**config.mk**
```make
export PLATFORM = sky130hd
export DESIGN_NAME = bus_own_ctrl
export DESIGN_NICKNAME = d
export VERILOG_FILES = /design/src/rtl/bus_own_pkg.sv /design/src/rtl/bus_own_fsm.sv /design/src/rtl/bus_own_outs.sv /design/src/rtl/bus_own_ctrl.sv
export SDC_FILE = /design/constraint.sdc
export NUM_CORES = 1
export LEC_CHECK = 0
export ABC_AREA = 1
export BUFFER_PORTS_ARGS = -buffer_cell sky130_fd_sc_hd__clkbuf_2
export CELL_PAD_IN_SITES_DETAIL_PLACEMENT = 1
export CELL_PAD_IN_SITES_GLOBAL_PLACEMENT = 1
export CORE_AREA = 3 3 40 42
export DETAILED_ROUTE_END_ITERATION = 16
export DIE_AREA = 0 0 43 45
export PLACE_DENSITY_LB_ADDON = 0.1
export RECOVER_POWER = 50
export SLEW_MARGIN = 20
export SYNTH_ARGS = -nofsm -noshare
export SYNTH_HDL_FRONTEND = slang
export SYNTH_SLANG_ARGS = --single-unit
```
**constraint.sdc**
```tcl
create_clock -name clk -period 1.2 [get_ports clk]
set_input_delay 0.12 -clock clk [delete_from_list [all_inputs] [get_ports clk]]
set_output_delay 0.12 -clock clk [all_outputs]
set_load 0.01 [all_outputs]
```
**src/rtl/bus_own_pkg.sv**
```systemverilog
package bus_own_pkg;

    typedef enum logic [1:0] {
        OWN_RELEASED = 2'd0,
        OWN_IMPLICIT = 2'd1,
        OWN_EXPLICIT = 2'd2
    } own_state_e;

    typedef struct packed {
        logic grant;
        logic pend;
        logic lock;
        logic busy;
        logic last;
    } own_in_t;

    typedef struct packed {
        logic drv_n;
        logic req;
        logic oe;
        logic may_start;
    } own_out_t;

    // Keep explicit ownership while locked, while an access is unfinished,
    // or while granted with more work queued.
    function automatic logic keep_explicit(own_in_t in);
        return in.lock || (in.busy && !in.last) || (in.grant && in.pend);
    endfunction

    // Explicit ownership can only be taken with a grant in hand.
    function automatic logic take_explicit(own_in_t in);
        return in.grant && (in.pend || in.lock);
    endfunction

    function automatic own_state_e own_next(own_state_e cur, own_in_t in);
        logic stay;
        stay = (cur == OWN_EXPLICIT) ? keep_explicit(in) : take_explicit(in);
        if (stay)
            return OWN_EXPLICIT;
        else if (in.grant)
            return OWN_IMPLICIT;
        else
            return OWN_RELEASED;
    endfunction

endpackage

```
**src/rtl/bus_own_fsm.sv**
```systemverilog
module bus_own_fsm
    import bus_own_pkg::*;
(
    input  logic       clk,
    input  logic       rst,
    input  own_in_t    in,
    output own_state_e state
);

    own_state_e state_q;

    always_ff @(posedge clk) begin
        if (rst)
            state_q <= OWN_RELEASED;
        else
            state_q <= own_next(state_q, in);
    end

    assign state = state_q;

    // explicit ownership is entered when granted with work or lock
    p_take_r2: assert property (@(posedge clk) disable iff (rst)
        (state_q != OWN_EXPLICIT && in.grant && (in.pend || in.lock))
            |=> state_q == OWN_EXPLICIT);

    // never entered without a grant
    p_no_grab_r2: assert property (@(posedge clk) disable iff (rst)
        (state_q != OWN_EXPLICIT && !in.grant) |=> state_q != OWN_EXPLICIT);

    // an unfinished access keeps the bus
    p_drain_r4: assert property (@(posedge clk) disable iff (rst)
        (state_q == OWN_EXPLICIT && in.busy && !in.last) |=> state_q == OWN_EXPLICIT);

    // idle loss of grant without lock releases at the next edge
    p_idle_release_r5: assert property (@(posedge clk) disable iff (rst)
        (state_q == OWN_EXPLICIT && !in.grant && !in.lock && !in.busy)
            |=> state_q == OWN_RELEASED);

    // lock holds explicit ownership
    p_lock_hold_r6: assert property (@(posedge clk) disable iff (rst)
        (state_q == OWN_EXPLICIT && in.lock) |=> state_q == OWN_EXPLICIT);

    // granted, nothing pending and no lock: never explicit afterwards
    p_implicit_r3: assert property (@(posedge clk) disable iff (rst)
        (state_q != OWN_EXPLICIT && in.grant && !in.pend && !in.lock)
            |=> state_q == OWN_IMPLICIT);

endmodule

```
**src/rtl/bus_own_outs.sv**
```systemverilog
module bus_own_outs
    import bus_own_pkg::*;
(
    input  logic       rst,
    input  own_state_e state,
    input  own_in_t    in,
    output own_out_t   out
);

    logic expl;

    always_comb begin
        expl          = (state == OWN_EXPLICIT) && !rst;
        out.drv_n     = !expl;
        out.oe        = expl;
        out.req       = in.pend && !expl && !rst;
        out.may_start = expl && (in.grant || in.lock);
    end

endmodule

```
**src/rtl/bus_own_ctrl.sv**
```systemverilog
module bus_own_ctrl
    import bus_own_pkg::*;
(
    input  logic clk,
    input  logic rst,
    input  logic grant_i,
    input  logic pend_i,
    input  logic lock_i,
    input  logic busy_i,
    input  logic last_i,
    output logic drv_n_o,
    output logic req_o,
    output logic bus_oe_o,
    output logic may_start_o
);

    own_in_t    in;
    own_out_t   out;
    own_state_e state;

    assign in = '{grant: grant_i, pend: pend_i, lock: lock_i,
                  busy: busy_i, last: last_i};

    bus_own_fsm u_fsm (
        .clk   (clk),
        .rst   (rst),
        .in    (in),
        .state (state)
    );

    bus_own_outs u_outs (
        .rst   (rst),
        .state (state),
        .in    (in),
        .out   (out)
    );

    assign drv_n_o     = out.drv_n;
    assign req_o       = out.req;
    assign bus_oe_o    = out.oe;
    assign may_start_o = out.may_start;

    // reset quiets every output
    p_rst_quiet_r1: assert property (@(posedge clk)
        rst |-> (drv_n_o && !req_o && !bus_oe_o && !may_start_o));

    // no request while driving
    p_req_r7: assert property (@(posedge clk) disable iff (rst)
        req_o |-> (drv_n_o && pend_i));

    // starting is only allowed while driving
    p_start_r8: assert property (@(posedge clk) disable iff (rst)
        may_start_o |-> !drv_n_o);

    // enable tracks the driven indication
    p_oe_r9: assert property (@(posedge clk) disable iff (rst)
        bus_oe_o != drv_n_o);

endmodule

```
==> summary.md, run 1 <==
| Metric | Value |
|---|---|
| Status | `finished, final reports clean` |
| Synth async-reset ratio | `0%` |
| CTS tree | `built` |
| Drt pass-1 iters | `1` |
| Most used cell, CP | `nand2_2` |
| Layout cells sized above 1 | `40.0%` |
| R2R depth | `6` |
| Site Rows | `13` |
| Reg clk slew, reported paths | `0.03 ns` |
| Worst Path Required | `1.08 ns` |
| Commonest cells post-synth | `9 x nand2_1, 7 x inv_1, 5 x nor2_1, 3 x nand2_2` |
| Post-synth cell types | `10` |
| Slowest stage delay, CP | `0.28 ns` |
| Setup CP Type | `reg2out` |
| Vias | `219` |
| DIE HEIGHT | `45 um` |
| Slew @ Worst Pin | `0.144 ns` |
| Fin area | `258 um2` |
| Placer Congestion | `0.692` |
| Crit share post-route | `92.1%` |
| Chip Width | `43 um` |
| Most common cell in the synthesized netlist | `nand2_1` |
| DP HPWL | `404 um` |
| DR iter-0 viols | `0` |
| Hold_buf cts | `0` |
| Latest clock arrival within the worst-skew pair | `0.22 ns` |
| Nets | `54` |
| CP Max Fanout | `4` |
| Vias in the first global route | `200` |
| Synth top area share | `23.9%` |
| Initial antenna violation count | `0` |
| Slew HR | `90.4%` |
| Critical-path cell list | `inv_1 > nand2_2 > inv_2 > nand2_2 > nor2_1 > clkbuf_2` |
| Unrepaired setup endpoints after global routing | `false` |
| Crit path launch | `u_fsm.state[0]` |
| PortBufs | `10` |
| Drt wl/cell | `7.88 um` |
| Setup TNS | `0 ns` |
| Arrival @ worst endpoint | `0.99 ns` |
| Yosys Warn Count | `0` |
| # setup viols final | `0` |
| Crit. End Element | `primary output` |
| Post-synthesis sequential area ratio | `23.9%` |
| Crit path launch type | `flop` |
| Final clock skew | `0.00304 ns` |
| Worst Setup EP | `may_start_o` |
| Number of synthesized flops with an enable pin | `0` |
| Largest register FFs | `2` |
| Fmax | `0.905 GHz` |
| R2r setup slk | `0.42 ns` |
| Global-route wire length before repair | `717 um` |
| Maximum clock insertion buffer count | `2` |
| CTS Buf Count | `3` |
| Largest net degree at the start of global routing | `7` |
| Pwr per Cell Area | `1110 nW/um2` |
| Mapped Area | `168 um2` |
| Type of the most critical hold path | `in2reg` |
| Final Critical Period | `1.11 ns` |
| Buf/Inv on CP | `3` |
| Delay-heaviest family, CP | `flip-flops` |
| Final hold viol count | `0` |
| DRT Wirelength | `473 um` |
| Syn-to-layout area delta | `53.7%` |
| CP max stage cell | `dfxtp_1` |
| P_leak | `0.163 nW` |
| Clock Sinks | `2` |
| Initial core utilization | `13.0%` |
| Area leader, netlist | `dfxtp_1` |
| Max rail drop VDD | `0.179 mV` |
| Dpl cells | `57` |
| Ys flop type | `dfxtp_1` |
| # IOs | `11` |
| DRC | `0` |
| Ratio of routed vias to standard cells | `3.65` |
| Worst reg2reg startpoint | `u_fsm.state[0]` |
| Antenna-violating nets left | `0` |
| Synth Area per Inst | `5.24 um2` |
| R2R Path End | `u_fsm.state[1]` |
| Syn nets | `39` |
| Root Driver | `clkbuf_4` |
| Max-slew violation count | `0` |
| Die area | `1940 um2` |
| #FFs+latches synth | `2` |
| Syn Inst Count | `32` |
| Post-Place Cell Area | `236 um2` |
| Instance count on the critical path | `6` |
| Global Route Usage Sum | `4.90%` |
| GRT overflow | `0` |
| Layout Cells excl Fill | `60` |
| Htree depth | `1` |
| Max-Cap Viols | `0` |
| ANT cells | `0` |
| Core Footprint | `1280 um2` |
| Synth area leaders | `dfxtp_1 24%, nand2_1 20%, inv_1 16%, nand2_2 11%, nor2_1 11%` |
[report_power, final]
group | internal, mW | switching (mW) | leakage [nW] | total (mW)
clock | 0.110 | 0.0347 | 0.0138 | 0.145
sequential | 0.0721 | 0.00154 | 0.0166 | 0.0736
combinational | 0.0268 | 0.0403 | 0.133 | 0.0670
total | 0.209 | 0.0765 | 0.163 | 0.285
[repair_timing]
action                                  CTS  global route
endpoints found under the setup margin    0             2
buffers inserted                          0             0
gates resized for setup                   0             1
[layer usage]
layer / GRT usage, % / vias up / share of wire (%)
met5: 0 / - / 0
met4: 3.61 / 0 / 0
met3: 0 / 0 / 6.3
met2: 8.38 / 8 / 44
met1: 5.98 / 92 / 49
li1: - / 119 / -
[cell families (layout without fill, tap and decap cells)]
family / after synthesis / count (layout) / share of synthesized area (%)
AND/OR/NAND/NOR: 21 / 21 / 55.2
buffers and inverters: 8 / 21 / 17.9
flip-flops: 2 / 2 / 23.9
AO/OA/AOI/OAI: 1 / 1 / 2.98
[stage by stage]
| step | hold WS (ns) | setup slack [ns] | power (mW) | util, % |
|---|---|---|---|---|
| after floorplan | 0.187 | 0.350 | 0.114 | - |
| after global placement | 0.332 | 0.285 | 0.142 | 18.4 |
| after detailed placement | 0.330 | 0.276 | 0.143 | 18.4 |
| after CTS | 0.0945 | 0.0377 | 0.295 | 20.2 |
| after global routing | 0.113 | 0.0106 | 0.304 | 20.1 |
| final | 0.0982 | 0.0947 | 0.285 | 20.1 |
[cell type report]
cell class              instances  area, um2
fillers                       172       1030
multi-input cells              22       97.6
repair buffers                 10       48.8
flip-flops and latches          2       40.0
inverters                       8       30.0
clock buffers                   3       22.5
well taps                      15       18.8
[worst min-delay path by stage]
stage                     endpoint  startpoint  cells past startpoint  slack [ns]
floorplan           u_fsm.state[1]         rst                      1        0.19
global placement    u_fsm.state[1]         rst                      2        0.33
detailed placement  u_fsm.state[1]         rst                      2        0.33
CTS                 u_fsm.state[1]         rst                      2        0.09
global route        u_fsm.state[1]         rst                      2        0.11
finish              u_fsm.state[1]         rst                      2         0.1
[placed cells by master, fill, tap and decap left out]
cell,Yosys,layout
a21oi_1,1,1
clkbuf_4,0,3
nand2_2,3,3
dfxtp_1,2,2
inv_1,7,6
nand3_1,2,2
nor2_2,1,1
nor3_1,1,1
nor2_1,5,5
inv_2,1,2
clkbuf_2,0,9
clkbuf_1,0,1
nand2_1,9,9
No activity file was read; power rests on OpenSTA's default activity.
==> inputs of run 2 (changes only) <==
--- a/config.mk
+++ b/config.mk
@@ -5,7 +5,7 @@
 export SDC_FILE = /design/constraint.sdc
 export NUM_CORES = 1
 export LEC_CHECK = 0
-export ABC_AREA = 1
+export ABC_AREA = 0
 export BUFFER_PORTS_ARGS = -buffer_cell sky130_fd_sc_hd__clkbuf_2
 export CELL_PAD_IN_SITES_DETAIL_PLACEMENT = 1
 export CELL_PAD_IN_SITES_GLOBAL_PLACEMENT = 1
==> run 2 against run 1 <==
Net effect: utilization is 1.2 points lower; via count is 30% lower; first-iteration DRC count is 4 higher; highest routed layer unchanged.
==> summary.md, run 2 <==
| Metric | Value |
|---|---|
| Global Route Usage Sum | `4.90% (unchanged)` |
| Pwr per Cell Area | `1120 nW/um2 (was 1110 nW/um2)` |
| PortBufs | `10 (unchanged)` |
| Reg clk slew, reported paths | `0.03 ns (about the same)` |
| Post-synth cell types | `12 (was 10)` |
| Synth async-reset ratio | `0% (unchanged)` |
| Util after Layout | `18.9% (was 20.1%)` |
| Placer Congestion | `0.589 (was 0.692)` |
| Most common cell after layout, fill and taps aside | `clkbuf_2` |
| Sw frac | `22.4% (was 26.8%)` |
| Post-synthesis sequential area ratio | `32.3% (was 23.9%)` |
| Dpl cells | `39 (was 57)` |
| CP max stage cell | `dfxtp_1 (unchanged)` |
| DIE HEIGHT | `45 um (unchanged)` |
| Global-route wire length before repair | `641 um (was 717 um)` |
| Final hold viol count | `0 (unchanged)` |
| Number of synthesized flops with an enable pin | `0 (unchanged)` |
| Pre-CTS WS | `0.186 ns (was 0.276 ns)` |
| # setup viols final | `0 (unchanged)` |
| Crit share post-route | `99.7% (was 92.1%)` |
| Type of the most critical hold path | `in2reg (unchanged)` |
| Commonest cells post-synth | `2 x dfxtp_1, 2 x nor2_1 (was 9 x nand2_1, 7 x inv_1, 5 x nor2_1, 3 x nand2_2)` |
| Drt pass-1 iters | `4 (was 1)` |
| Ys flop type | `dfxtp_1 (unchanged)` |
| Crit path launch type | `flop (unchanged)` |
| Combinational share of power | `20.1% (was 23.5%)` |
| Die area | `1940 um2 (unchanged)` |
| Max rail drop VDD | `0.115 mV (was 0.179 mV)` |
| Maximum clock insertion buffer count | `2 (unchanged)` |
| DRC | `0 (unchanged)` |
| Layout cells sized above 1 | `72.4% (was 40.0%)` |
| Max-Cap Viols | `0 (unchanged)` |
| DRT Wirelength | `424 um (was 473 um)` |
| Clock share of power | `53.5% (was 50.7%)` |
| Sequential power share | `26.4% (was 25.8%)` |
| Max-slew violation count | `0 (unchanged)` |
| Delay-heaviest family, CP | `simple AND/OR/NAND/NOR gates (was flip-flops)` |
| Initial core utilization | `9.64% (was 13.0%)` |
| Pwr Total | `273 uW (was 285 uW)` |
| Slowest stage delay, CP | `0.30 ns (was 0.28 ns)` |
| Worst Path Required | `1.08 ns (about the same)` |
| Htree depth | `1 (unchanged)` |
| Layout Cells excl Fill | `44 (was 60)` |
| P_leak | `0.124 nW (was 0.163 nW)` |
| Largest net degree at the start of global routing | `5 (was 7)` |
| Arrival @ worst endpoint | `1.08 ns (was 0.99 ns)` |
| Fin area | `243 um2 (was 258 um2)` |
| Synth area leaders | `dfxtp_1 32%, nor2b_4 11%, and2b_4 8.1%, and4b_1 8.1%, a21o_1 6.1% (was dfxtp_1 24%, nand2_1 20%, inv_1 16%, nand2_2 11%, nor2_1 11%)` |
| Int Power | `212 uW (was 209 uW)` |
| # IOs | `11 (unchanged)` |
| Core Footprint | `1280 um2 (unchanged)` |
| Vias | `154 (was 219)` |
| Mapped Area | `124 um2 (was 168 um2)` |
| ANT cells | `0 (unchanged)` |
| Setup CP Type | `reg2out (unchanged)` |
| Site Rows | `13 (unchanged)` |
| DR iter-0 viols | `4 (was 0)` |
| Syn Inst Count | `14 (was 32)` |
| Initial antenna violation count | `0 (unchanged)` |
| Crit path launch | `u_fsm.state[1] (was u_fsm.state[0])` |
| CP Max Fanout | `3 (was 4)` |
| Slew HR | `90.7% (was 90.4%)` |
| Clock Sinks | `2 (unchanged)` |
| Worst reg2reg startpoint | `u_fsm.state[1] (was u_fsm.state[0])` |
| Syn nets | `21 (was 39)` |
| Final Critical Period | `1.20 ns (was 1.11 ns)` |
| Buf/Inv on CP | `2 (was 3)` |
| DP HPWL | `313 um (was 404 um)` |
| Latest clock arrival within the worst-skew pair | `0.22 ns (about the same)` |
| Ratio of routed vias to standard cells | `3.50 (was 3.65)` |
| Slew @ Worst Pin | `0.138 ns (was 0.144 ns)` |
| Final clock skew | `0.000885 ns (was 0.00304 ns)` |
| Unrepaired setup endpoints after global routing | `true (was false)` |
| Final hold slack | `0.113 ns (was 0.0982 ns)` |
| Nets | `38 (was 54)` |
| Vias in the first global route | `166 (was 200)` |
| Commonest non-fill, non-tap cells in the layout | `7 x clkbuf_2, 3 x clkbuf_4, 2 x nor2_1, 2 x buf_2, 2 x buf_4 (was 9 x nand2_1, 9 x clkbuf_2, 6 x inv_1)` |
| Syn-to-layout area delta | `96.0% (was 53.7%)` |
| Largest register FFs | `2 (unchanged)` |
| Antenna-violating nets left | `0 (unchanged)` |
| Crit. End Element | `primary output (unchanged)` |
| Hold_buf cts | `0 (unchanged)` |
| CTS Buf Count | `3 (unchanged)` |
| PnR worst setup slack | `0.00374 ns (was 0.0947 ns)` |
| Root Driver | `clkbuf_4 (unchanged)` |
| Status | `finished, final reports clean (unchanged)` |
| Sw Pwr | `61.0 uW (was 76.5 uW)` |
| GRT overflow | `0 (unchanged)` |
| Chip Width | `43 um (unchanged)` |
| #FFs+latches synth | `2 (unchanged)` |
| Drt wl/cell | `9.64 um (was 7.88 um)` |
| CTS tree | `built (unchanged)` |
| Yosys Warn Count | `0 (unchanged)` |
| Synth top area share | `32.3% (was 23.9%)` |
| Critical-path cell list | `nor2b_4 > and2b_4 > inv_2 > nor2_2 > buf_2 (was inv_1 > nand2_2 > inv_2 > nand2_2 > nor2_1 > clkbuf_2)` |
| Area leader, netlist | `dfxtp_1 (unchanged)` |
| Post-Place Cell Area | `193 um2 (was 236 um2)` |
| Min-delay src | `rst (unchanged)` |
| Setup TNS | `0 ns (unchanged)` |
| Synth Area per Inst | `8.85 um2 (was 5.24 um2)` |
| Fmax | `0.836 GHz (was 0.905 GHz)` |
## run 2: changes by cell type after synthesis, sizes merged, moves of 2 or more
cell / previous run / this run
inv: 8 / 1
nand2: 12 / 0
nand3: 2 / 0
nor2: 6 / 3
## run 2: final cells by class
cell class	count	area, um2
clock buffers	3	22.5
fillers	159	1040
inverters	1	3.75
well taps	15	18.8
multi-input cells	11	85.1
repair buffers	12	71.3
flip-flops and latches	2	41.3
## run 2: repair_timing
item / CTS / global route
endpoints found under the hold margin: 0 / 0
pin swaps: 1 / 0
resized for setup: 1 / 5
setup endpoints to repair: 1 / 2
buffers inserted: 1 / 1
## run 2: cells by family (layout without fill, tap and decap cells)
family                 count (synthesis)  after routing  share of synthesized area, %
buffers and inverters                  1             16                          3.03
flip-flops                             2              2                          32.3
AND/OR/NAND/NOR                        8              8                          50.5
AO/OA/AOI/OAI                          3              3                          14.1
## run 2: metal layers
metal	share of wire (%)	global-route usage, %
met1	46	5.50
met4	0	7.23
met3	5.4	1.20
met2	49	6.29
met5	0	0
## run 2: path summary, 6_finish.rpt
kind,slack (ns),depth (start not counted),end
setup / recovery,0.004,5,may_start_o
hold / removal,0.11,2,u_fsm.state[1]
setup reg to reg,0.32,4,u_fsm.state[1]
hold reg to reg,0.58,3,u_fsm.state[1]
## run 2: power groups by stage
stage | clock [mW] | combinational, mW | sequential (mW)
2_1_floorplan | 0 | 0.0235 | 0.0723
6_report | 0.146 | 0.0547 | 0.0719
4_1_cts | 0.153 | 0.0507 | 0.0718
3_5_place_dp | 0 | 0.0453 | 0.0726
3_3_place_gp | 0 | 0.0452 | 0.0724
5_1_grt | 0.166 | 0.0605 | 0.0720
==> inputs of run 3 (changes only) <==
==> constraint.sdc (replaced) <==
create_clock -name clk -period 1.2 [get_ports clk]
set_input_delay 0.12 -clock clk [delete_from_list [all_inputs] [get_ports clk]]
set_output_delay 0.12 -clock clk [all_outputs]
set_load 0.05 [all_outputs]
==> run 3 against run 2 <==
Net effect: sequential power hardly changed; design area rose by 16%; routed wire length is 8.0% lower; total power increased by 11%; utilization grew 3.0 points; clock skew grew 0.0035 ns; the run now ends with negative setup slack left; worst hold slack about the same; die area unchanged.
==> summary.md, run 3 (synthesis results as in run 2) <==
| Metric | Value |
|---|---|
| Status | `finished, violations left (was finished, final reports clean)` |
| Failing checks | `negative setup slack` |
| Slowest stage delay, CP | `0.31 ns (was 0.30 ns)` |
| # IOs | `11 (unchanged)` |
| Sequential power share | `23.8% (was 26.4%)` |
| Setup TNS | `-0.0746 ns (was 0 ns)` |
| Htree depth | `1 (unchanged)` |
| Most common cell after layout, fill and taps aside | `clkbuf_2 (unchanged)` |
| Core Footprint | `1280 um2 (unchanged)` |
| Sw Pwr | `82.2 uW (was 61.0 uW)` |
| DRC | `0 (unchanged)` |
| Placer Congestion | `0.625 (was 0.589)` |
| Drt pass-1 iters | `1 (was 4)` |
| Arrival @ worst endpoint | `1.12 ns (was 1.08 ns)` |
| Int Power | `222 uW (was 212 uW)` |
| CTS Buf Count | `3 (unchanged)` |
| Clock Sinks | `2 (unchanged)` |
| Largest register FFs | `2 (unchanged)` |
| DR iter-0 viols | `0 (was 4)` |
| Sw frac | `27.1% (was 22.4%)` |
| Die area | `1940 um2 (unchanged)` |
| Pre-CTS WS | `0.0988 ns (was 0.186 ns)` |
| Reg clk slew, reported paths | `0.03 ns (about the same)` |
| Antenna-violating nets left | `0 (unchanged)` |
| Setup CP Type | `reg2out (unchanged)` |
| CP max stage cell | `dfxtp_1 (unchanged)` |
| Chip Width | `43 um (unchanged)` |
| Final clock skew | `0.00439 ns (was 0.000885 ns)` |
| Max rail drop VDD | `0.288 mV (was 0.115 mV)` |
| Max-slew violation count | `0 (unchanged)` |
| Crit. End Element | `primary output (unchanged)` |
| DP HPWL | `344 um (was 313 um)` |
| PnR worst setup slack | `-0.0398 ns (was 0.00374 ns)` |
| Critical-path cell list | `nor2b_4 > and2b_4 > inv_8 > nor2_4 > buf_8 (was nor2b_4 > and2b_4 > inv_2 > nor2_2 > buf_2)` |
| Vias in the first global route | `198 (was 166)` |
| Initial antenna violation count | `0 (unchanged)` |
| Crit share post-route | `103% (was 99.7%)` |
| Layout cells sized above 1 | `71.4% (was 72.4%)` |
| Pwr per Cell Area | `1080 nW/um2 (was 1120 nW/um2)` |
| Largest net degree at the start of global routing | `5 (unchanged)` |
| Site Rows | `13 (unchanged)` |
| ANT cells | `0 (unchanged)` |
| Final hold viol count | `0 (unchanged)` |
| Root Driver | `clkbuf_4 (unchanged)` |
| Util after Layout | `21.9% (was 18.9%)` |
| CTS tree | `built (unchanged)` |
| Worst Path Required | `1.08 ns (about the same)` |
| Vias | `151 (was 154)` |
| # setup viols final | `2 (was 0)` |
| Max-Cap Viols | `0 (unchanged)` |
| Clock share of power | `47.7% (was 53.5%)` |
| Drt wl/cell | `9.07 um (was 9.64 um)` |
| Fmax | `0.807 GHz (was 0.836 GHz)` |
| Filler cells | `151 (was 159)` |
| Unrepaired setup endpoints after global routing | `true (unchanged)` |
| Global Route Usage Sum | `5.39% (was 4.90%)` |
| Combinational share of power | `28.6% (was 20.1%)` |
| Crit path launch type | `flop (unchanged)` |
| Maximum clock insertion buffer count | `2 (unchanged)` |
| Final Critical Period | `1.24 ns (was 1.20 ns)` |
| Initial core utilization | `9.64% (unchanged)` |
| PortBufs | `10 (unchanged)` |
| GRT overflow | `0 (unchanged)` |
| Latest clock arrival within the worst-skew pair | `0.22 ns (about the same)` |
| CP Max Fanout | `2 (was 3)` |
| Slew @ Worst Pin | `0.200 ns (was 0.138 ns)` |
| P_leak | `0.131 nW (was 0.124 nW)` |
| Syn-to-layout area delta | `127% (was 96.0%)` |
| Slew HR | `86.6% (was 90.7%)` |
| DIE HEIGHT | `45 um (unchanged)` |
| Type of the most critical hold path | `in2reg (unchanged)` |
| Ratio of routed vias to standard cells | `3.51 (was 3.50)` |
| Global-route wire length before repair | `690 um (was 641 um)` |
| Pwr Total | `304 uW (was 273 uW)` |
| Nets | `37 (was 38)` |
| Commonest non-fill, non-tap cells in the layout | `6 x clkbuf_2, 3 x clkbuf_4, 3 x clkbuf_8 (was 7 x clkbuf_2, 3 x clkbuf_4, 2 x nor2_1, 2 x buf_2, 2 x buf_4)` |
| DRT Wirelength | `390 um (was 424 um)` |
run 3: changes by cell type in the layout (fill, tap and decap cells not counted), sizes merged:
cell,change
buf,-3
clkbuf,+2
run 3: critical path, delay by kind of cell, from the launching register on:
kind	cells	cell delay [ns]
and+or+nand+nor	3	0.40
buffers and inverters	2	0.19
DFF	1	0.31
run 3: routing by layer:
layer	wire [um]	GRT usage (%)	up-vias
met2	229	8.08	4
met5	0	0	-
met4	0	10.8	0
met3	14	0.398	0
li1	-	-	76
met1	146	4.53	71
run 3: path summary, 6_finish.rpt:
check,startpoint,end,slack (ns),cells after the start
min,rst,u_fsm.state[1],0.11,2
max reg2reg,u_fsm.state[0],u_fsm.state[0],0.27,4
min reg2reg,u_fsm.state[0],u_fsm.state[1],0.72,4
max,u_fsm.state[0],may_start_o,-0.04,5
run 3: through the flow:
stage               hold WS [ns]  instances  instance area (um2)
finish                     0.113         43                  282
global route               0.125         43                  282
CTS                        0.119         43                  275
detailed placement         0.357         40                  218
global placement           0.354         40                  218
floorplan                  0.189         14                  141
run 3: what timing repair did:
item                                    CTS  global route
gates resized for setup                   8             3
hold buffers                              0             0
buffers inserted                          0             0
cloned                                    0             0
endpoints found under the setup margin    4             4
run 3: area by class of cell:
cell class	count	area [um2]	area share (%)
clock buffers	3	22.5	8.00
well taps	15	18.8	6.67
flip-flops and latches	2	41.3	14.7
inverters	1	11.3	4.00
multi-input cells	11	90.1	32.0
repair buffers	11	97.6	34.7
run 3: power by group through the flow:
stage          Combinational [mW]  Clock, mW  Sequential, mW
2_1_floorplan              0.0486          0          0.0723
3_3_place_gp               0.0742          0          0.0725
3_5_place_dp               0.0744          0          0.0726
4_1_cts                    0.0855      0.154          0.0718
5_1_grt                    0.0935      0.165          0.0725
6_report                   0.0867      0.145          0.0721
